<file path="src/rtl/xbus_pkg.sv">
package xbus_pkg;

    // Per-machine-cycle context captured at the cycle boundary
    typedef struct packed {
        logic xdata;     // external data access this cycle
        logic code_tbl;  // code table read this cycle
        logic ale_gate;  // latch pulses restricted to data/table cycles
        logic ext;       // program fetch goes to external memory
    } cyc_ctx_t;

endpackage

</file>
<file path="src/rtl/xbus_rst_hold.sv">
module xbus_rst_hold #(
    parameter int HOLD_CLKS = 24
) (
    input  logic clk,
    input  logic rst_n,
    input  logic pin,
    output logic held_d,
    output logic held_q
);

    localparam int CW = (HOLD_CLKS > 1) ? $clog2(HOLD_CLKS) : 1;
    localparam logic [CW-1:0] SAT = CW'(HOLD_CLKS - 1);

    typedef struct packed {
        logic [CW-1:0] cnt;
        logic          held;
    } st_t;

    st_t st_d, st_q;

    always_comb begin
        st_d = st_q;
        if (!pin) begin
            st_d.cnt  = '0;
            st_d.held = 1'b0;
        end else begin
            st_d.held = (st_q.cnt == SAT);
            if (st_q.cnt != SAT) begin
                st_d.cnt = st_q.cnt + 1'b1;
            end
        end
    end

    always_ff @(posedge clk or negedge rst_n) begin
        if (!rst_n) begin
            st_q <= '0;
        end else begin
            st_q <= st_d;
        end
    end

    assign held_d = st_d.held;
    assign held_q = st_q.held;


    held_sat_chk: assert property (@(posedge clk) disable iff (!rst_n)
        st_q.held |-> (st_q.cnt == SAT));


    held_drop_chk: assert property (@(posedge clk) disable iff (!rst_n)
        !pin |=> !st_q.held);

endmodule

</file>
<file path="src/rtl/xbus_cycle_track.sv">
module xbus_cycle_track
    import xbus_pkg::*;
#(
    parameter int          MC_LEN  = 12,
    parameter int          ADDR_W  = 16,
    parameter int unsigned INT_TOP = 32'h0FFF,
    localparam int         PW      = $clog2(MC_LEN)
) (
    input  logic              clk,
    input  logic              rst_n,
    input  logic              held_d,
    input  logic              ea_pin,
    input  logic [ADDR_W-1:0] fetch_addr,
    input  logic              xdata_cyc,
    input  logic              code_tbl_cyc,
    input  logic              ale_gate,
    output logic [PW-1:0]     phase_d,
    output cyc_ctx_t          ctx_d,
    output logic              ext_q,
    output logic              xdata_q
);

    localparam logic [PW-1:0]     LAST = PW'(MC_LEN - 1);
    localparam logic [ADDR_W-1:0] TOP  = ADDR_W'(INT_TOP);

    typedef struct packed {
        logic [PW-1:0] phase;
        cyc_ctx_t      ctx;
    } st_t;

    st_t  st_d, st_q;
    logic at_last;
    logic ext_now;

    always_comb begin
        at_last = (st_q.phase == LAST);
        ext_now = !ea_pin || (fetch_addr > TOP);
        st_d    = st_q;
        if (held_d) begin
            st_d.phase = LAST;
        end else if (at_last) begin
            st_d.phase = '0;
        end else begin
            st_d.phase = st_q.phase + 1'b1;
        end
        if (at_last) begin
            st_d.ctx.xdata    = xdata_cyc;
            st_d.ctx.code_tbl = code_tbl_cyc;
            st_d.ctx.ale_gate = ale_gate;
            st_d.ctx.ext      = ext_now;
        end
    end

    always_ff @(posedge clk or negedge rst_n) begin
        if (!rst_n) begin
            st_q.phase <= LAST;
            st_q.ctx   <= '0;
        end else begin
            st_q <= st_d;
        end
    end

    assign phase_d = st_d.phase;
    assign ctx_d   = st_d.ctx;
    assign ext_q   = st_q.ctx.ext;
    assign xdata_q = st_q.ctx.xdata;


    ctx_hold_chk: assert property (@(posedge clk) disable iff (!rst_n)
        (st_q.phase != LAST) |=> $stable(st_q.ctx));


    phase_wrap_chk: assert property (@(posedge clk) disable iff (!rst_n)
        (st_q.phase == LAST) |=> (st_q.phase == '0 || st_q.phase == LAST));


    phase_range_chk: assert property (@(posedge clk) disable iff (!rst_n)
        st_q.phase <= LAST);

endmodule

</file>
<file path="src/rtl/xbus_strobe_gen.sv">
module xbus_strobe_gen
    import xbus_pkg::*;
#(
    parameter int  MC_LEN = 12,
    parameter int  ALE_W  = 2,
    localparam int PW     = $clog2(MC_LEN)
) (
    input  logic          clk,
    input  logic          rst_n,
    input  logic          held_d,
    input  logic [PW-1:0] phase_d,
    input  cyc_ctx_t      ctx_d,
    output logic          ale,
    output logic          psen_n
);

    localparam logic [PW-1:0] HALF    = PW'(MC_LEN / 2);
    localparam logic [PW-1:0] W_A_END = PW'(ALE_W);
    localparam logic [PW-1:0] W_B_END = PW'(MC_LEN / 2 + ALE_W);

    if (ALE_W < 1 || ALE_W >= MC_LEN / 2) begin : g_bad_width
        initial $error("latch pulse width must lie inside a half cycle");
    end

    typedef struct packed {
        logic ale;
        logic psen_n;
    } st_t;

    st_t  st_d, st_q;
    logic win_a, win_b, win_rd, ale_en, rd_en;

    always_comb begin
        win_a  = (phase_d < W_A_END);
        win_b  = (phase_d >= HALF) && (phase_d < W_B_END);
        win_rd = !win_a && !win_b;
        ale_en = !ctx_d.ale_gate || ctx_d.xdata || ctx_d.code_tbl;
        rd_en  = ctx_d.ext && !ctx_d.xdata;
        st_d.ale    = !held_d && ale_en && (win_a || (win_b && !ctx_d.xdata));
        st_d.psen_n = !(!held_d && rd_en && win_rd);
    end

    always_ff @(posedge clk or negedge rst_n) begin
        if (!rst_n) begin
            st_q.ale    <= 1'b0;
            st_q.psen_n <= 1'b1;
        end else begin
            st_q <= st_d;
        end
    end

    assign ale    = st_q.ale;
    assign psen_n = st_q.psen_n;


    strobe_excl_chk: assert property (@(posedge clk) disable iff (!rst_n)
        !(st_q.ale && !st_q.psen_n));


    ale_min_chk: assert property (@(posedge clk) disable iff (!rst_n || held_d)
        $rose(st_q.ale) |=> st_q.ale);


    ale_width_chk: assert property (@(posedge clk) disable iff (!rst_n || held_d)
        $fell(st_q.ale) |-> $past(st_q.ale, 2));

endmodule

</file>
<file path="src/rtl/xbus_strobe_seq.sv">
module xbus_strobe_seq
    import xbus_pkg::*;
#(
    parameter int          MC_LEN   = 12,
    parameter int          ALE_W    = 2,
    parameter int          RST_MCS  = 2,
    parameter int          ADDR_W   = 16,
    parameter int unsigned INT_TOP  = 32'h0FFF
) (
    input  logic              clk,
    input  logic              rst_n,
    input  logic              rst_pin,
    input  logic              ea_pin,
    input  logic [ADDR_W-1:0] fetch_addr,
    input  logic              xdata_cyc,
    input  logic              code_tbl_cyc,
    input  logic              ale_gate,
    output logic              ale,
    output logic              psen_n,
    output logic              ext_fetch,
    output logic              rst_held
);

    localparam int PW        = $clog2(MC_LEN);
    localparam int HOLD_CLKS = RST_MCS * MC_LEN;

    logic          held_d;
    logic          held_q;
    logic [PW-1:0] phase_d;
    cyc_ctx_t      ctx_d;
    logic          ext_q;
    logic          xdata_q;

    xbus_rst_hold #(
        .HOLD_CLKS (HOLD_CLKS)
    ) u_rst_hold (
        .clk    (clk),
        .rst_n  (rst_n),
        .pin    (rst_pin),
        .held_d (held_d),
        .held_q (held_q)
    );

    xbus_cycle_track #(
        .MC_LEN  (MC_LEN),
        .ADDR_W  (ADDR_W),
        .INT_TOP (INT_TOP)
    ) u_cycle_track (
        .clk          (clk),
        .rst_n        (rst_n),
        .held_d       (held_d),
        .ea_pin       (ea_pin),
        .fetch_addr   (fetch_addr),
        .xdata_cyc    (xdata_cyc),
        .code_tbl_cyc (code_tbl_cyc),
        .ale_gate     (ale_gate),
        .phase_d      (phase_d),
        .ctx_d        (ctx_d),
        .ext_q        (ext_q),
        .xdata_q      (xdata_q)
    );

    xbus_strobe_gen #(
        .MC_LEN (MC_LEN),
        .ALE_W  (ALE_W)
    ) u_strobe_gen (
        .clk     (clk),
        .rst_n   (rst_n),
        .held_d  (held_d),
        .phase_d (phase_d),
        .ctx_d   (ctx_d),
        .ale     (ale),
        .psen_n  (psen_n)
    );

    assign ext_fetch = ext_q;
    assign rst_held  = held_q;


    held_quiet_chk: assert property (@(posedge clk) disable iff (!rst_n)
        rst_held |-> (!ale && psen_n));


    xdata_psen_chk: assert property (@(posedge clk) disable iff (!rst_n)
        xdata_q |-> psen_n);


    int_psen_chk: assert property (@(posedge clk) disable iff (!rst_n)
        !ext_q |-> psen_n);

endmodule

</file>
<file path="config.mk">
export PLATFORM = sky130hd
export DESIGN_NAME = xbus_strobe_seq
export DESIGN_NICKNAME = d
export VERILOG_FILES = /design/src/rtl/xbus_pkg.sv /design/src/rtl/xbus_rst_hold.sv /design/src/rtl/xbus_cycle_track.sv /design/src/rtl/xbus_strobe_gen.sv /design/src/rtl/xbus_strobe_seq.sv
export SDC_FILE = /design/constraint.sdc
export NUM_CORES = 1
export LEC_CHECK = 0
export ABC_AREA = 1
export BUFFER_PORTS_ARGS = -buffer_cell sky130_fd_sc_hd__buf_2
export CAP_MARGIN = 0
export CORE_MARGIN = 5
export CORE_UTILIZATION = 35
export DETAILED_ROUTE_END_ITERATION = 7
export GPL_ROUTABILITY_DRIVEN = 0
export MAX_ROUTING_LAYER = met4
export SYNTH_ARGS = -nofsm -noshare
export SYNTH_HDL_FRONTEND = slang
export SYNTH_HIERARCHICAL = 1
export SYNTH_SLANG_ARGS = --single-unit
</file>
<file path="constraint.sdc">
create_clock -name clk -period 2.7 [get_ports clk]
set_input_delay 0.135 -clock clk [delete_from_list [all_inputs] [get_ports clk]]
set_output_delay 0.135 -clock clk [all_outputs]
set_load 0.02 [all_outputs]
</file>
==> impl_results.md <==
- Gr ovfl total: 0
- Post-layout nets: 137
- Clk_lat worst skew: 0.27 ns
- Measured slew at the worst slew-check pin: 0.3546 ns
- Vias per cell: 4.511
- # Post-CTS Setup Buffers: 0
- Most frequent CP cell: nand2_1
- Critical-path maximum fanout: 5
- Mean Syn Cell Area: 8.301 sq um
- DRT iter0 DRCs: 15
- DRC Markers: 0
- CP max-delay cell: dfrtp_1
- F_max: about 540 MHz
- Longest Clk Path Bufs: 2
- Final HPWL DP: 1.136 mm
- Setup TNS: 0 ns
- Endpoints failing setup: 0
- Post-route ant nets: 0
- Pleak: 0.0004773 uW
- Fin. Hold Viols: 0
- Final setup margin: 0.8549 ns
- TritonCTS clock tree: done
- Clock Skew: 0.003036 ns
- DR pass1 iterations: 3
- TritonCTS Buffers: 3
- Yosys warns: 6
- Resized Gates After CTS: 0
- DR vias: 627
- VDD IR max: 321.3 uV
- Io pins: 27
- Die height: 56.97 microns
- Status: finished clean
- Starting density of the core: between 30 and 40%
- Core area: 2148 sq um
- CP endpoint kind: flop
- # diodes: 0
- WL final: 1.431 mm
- Asr flop ratio synth: between 90% and 100%
- Crit path cell chain: ha_1 > nand2_2 > inv_2 > nand2_2 > nor2_1 > inv_1 > nand2_1 > a21oi_1 > nand2_1 > nor2_2 > nand2_1 > a21oi_2
- Die width: 56.97 microns
- Critical Path Start Type: flop
- DP Worst Slack: 0.8371 ns
- Synth unique cells: 20
- Cell Pwr Density: between 700 and 800 nW/um^2
- Clock slew at reported path FFs: 0.09 ns
- Required time of the critical path: between 2 and 3 ns
- Wire length per cell: 10.29 microns
- Min-delay worst type: in2reg
- Number of synthesized register bits: 16
- RSZ-0062 raised after global routing: no
- Min Tclk post-route: 1.845 ns
- Post-Synthesis Cells: 93
- Die area: 3245 sq um
- Register area share after synthesis: 52.51%
- WS Path Type: reg2reg
- Highest cell delay on the worst timing path: 0.43 ns
- Clock tree sinks: 16
- Root Buffer: clkbuf_4
- # H-tree levels: 1
- Slew margin rel.: 76.36%
- Post-synth top flop: dfrtp_1
- MaxCap Viol Count: 0
- Row cnt: 17
- Vias in the first global route: 626
- Largest net degree at the start of global routing: 17
- Mapped Area: 772.0 sq um
- Area grow syn2layout: 17.34%
- Total track usage: ~10%
- Critical Path AT: about 2.1 ns
- Final worst path period share: 68.34%
- EDFF count, synth: 0
- CTS Hold Bufs: 1
- Initial antenna violation count: 0
- Synth Net Count: around 120
- First-pass GRT wire length: 2.559 mm
- IO Port Bufs: 14
- Share of cells above drive strength 1: 27.93%
- Power Total: 641.2 uW
- Final Max Tran Viols: 0
[Yosys cell counts (all sizes together) (2+ instances only)]
library cell	number	area [sq um]
nand2	29	113.9
a21oi	3	18.77
nand3	11	60.06
o21ai	2	10.00
ha	2	25.02
inv	12	45.04
nand4	2	12.51
or2	2	12.52
dfrtp	12	300.3
nor2	11	46.29
dfstp	4	105.1
nand3b	2	15.01
[worst max-delay path, delay by kind of cell (launching register included)]
family	cells	cell delay (ns)
flip-flops	1	0.43
adder cells (fa/ha/maj)	1	0.26
AO/OA/AOI/OAI	2	0.33
buffers and inverters	2	0.15
AND/OR/NAND/NOR	7	0.60
[cells in the final DEF, fill, tap and decap left out]
master / count
nand3b_1: 2
a21oi_2: 1
clkbuf_4: 3
dfrtp_1: 12
o21ai_1: 1
inv_2: 3
dfstp_2: 4
nand2_2: 2
clkbuf_1: 1
o21ai_0: 1
nand3_1: 10
or2_2: 1
nor2_1: 9
nand3_2: 1
nor2_2: 2
or2_0: 1
nand4_1: 2
nand2_1: 27
inv_1: 9
dlygate4sd3_1: 1
a21oi_1: 2
buf_2: 14
ha_1: 2
[per-layer routing]
metal	GRT usage, %	routed length (microns)	vias up
li1	-	-	333
met4	2.980	10	0
met2	17.13	684	10
met1	11.27	643	282
met3	2.715	92	2
met5	-	0	-
[cells by family (layout without fill, tap and decap cells)]
kind of cell | Yosys count | in the layout | synth area share, %
buffers and inverters | 13 | 31 | 6.807
and+or+nand+nor | 57 | 57 | 33.71
AOI/OAI and AO/OA | 5 | 5 | 3.727
DFF | 16 | 16 | 52.51
adders and majority gates | 2 | 2 | 3.241
[flip-flops by register name, summed over array words and instances, names as in the netlist]
name	cells
u_cycle_track/ext_q	1
u_cycle_track/xdata_q	1
u_cycle_track/st_q	6
u_strobe_gen/ale	1
u_strobe_gen/psen_n	1
u_rst_hold/held_q	1
u_rst_hold/st_q	5
[where the power goes]
part / internal (uW) / switching, uW / total, uW
sequential: 306 / 27.5 / 334
combinational: 69.4 / 114 / 184
clock: 57.1 / 66.6 / 124
[final timing paths]
| check | end | slack [ns] | depth (start not counted) | start |
|---|---|---|---|---|
| worst max-delay path | u_strobe_gen/ale | 0.85 | 12 | u_rst_hold/st_q[1] |
| worst min-delay path | u_cycle_track/st_q[2] | 0.07 | 3 | code_tbl_cyc |
| worst max register to register | u_strobe_gen/ale | 0.85 | 12 | u_rst_hold/st_q[1] |
| worst min register to register | u_cycle_track/st_q[2] | 0.48 | 2 | u_cycle_track/st_q[2] |
| max in group asynchronous | u_cycle_track/st_q[4] | 2.10 | 2 | rst_n |
| min in group asynchronous | u_strobe_gen/ale | 0.30 | 2 | rst_n |
[through the flow]
step                      area [sq um]  util, %  hold WS [ns]  std cells
after floorplan                  772.0        -       -0.1606         93
after global placement           869.6    40.48       0.06547        134
after detailed placement         869.6    40.48       0.06291        134
after CTS                        905.9    42.17       0.07269        139
after global routing             905.9    42.17       0.06643        139
final                            905.9    42.17       0.07455        139
[area by class of cell]
class	count	area [sq um]
clock buffers	4	26.28
fillers	226	1242
inverters	12	45.04
multi-input cells	64	314.1
flip-flops and latches	16	405.4
well taps	28	35.03
repair buffers	15	80.08
Power figures use the tool's default switching activity.
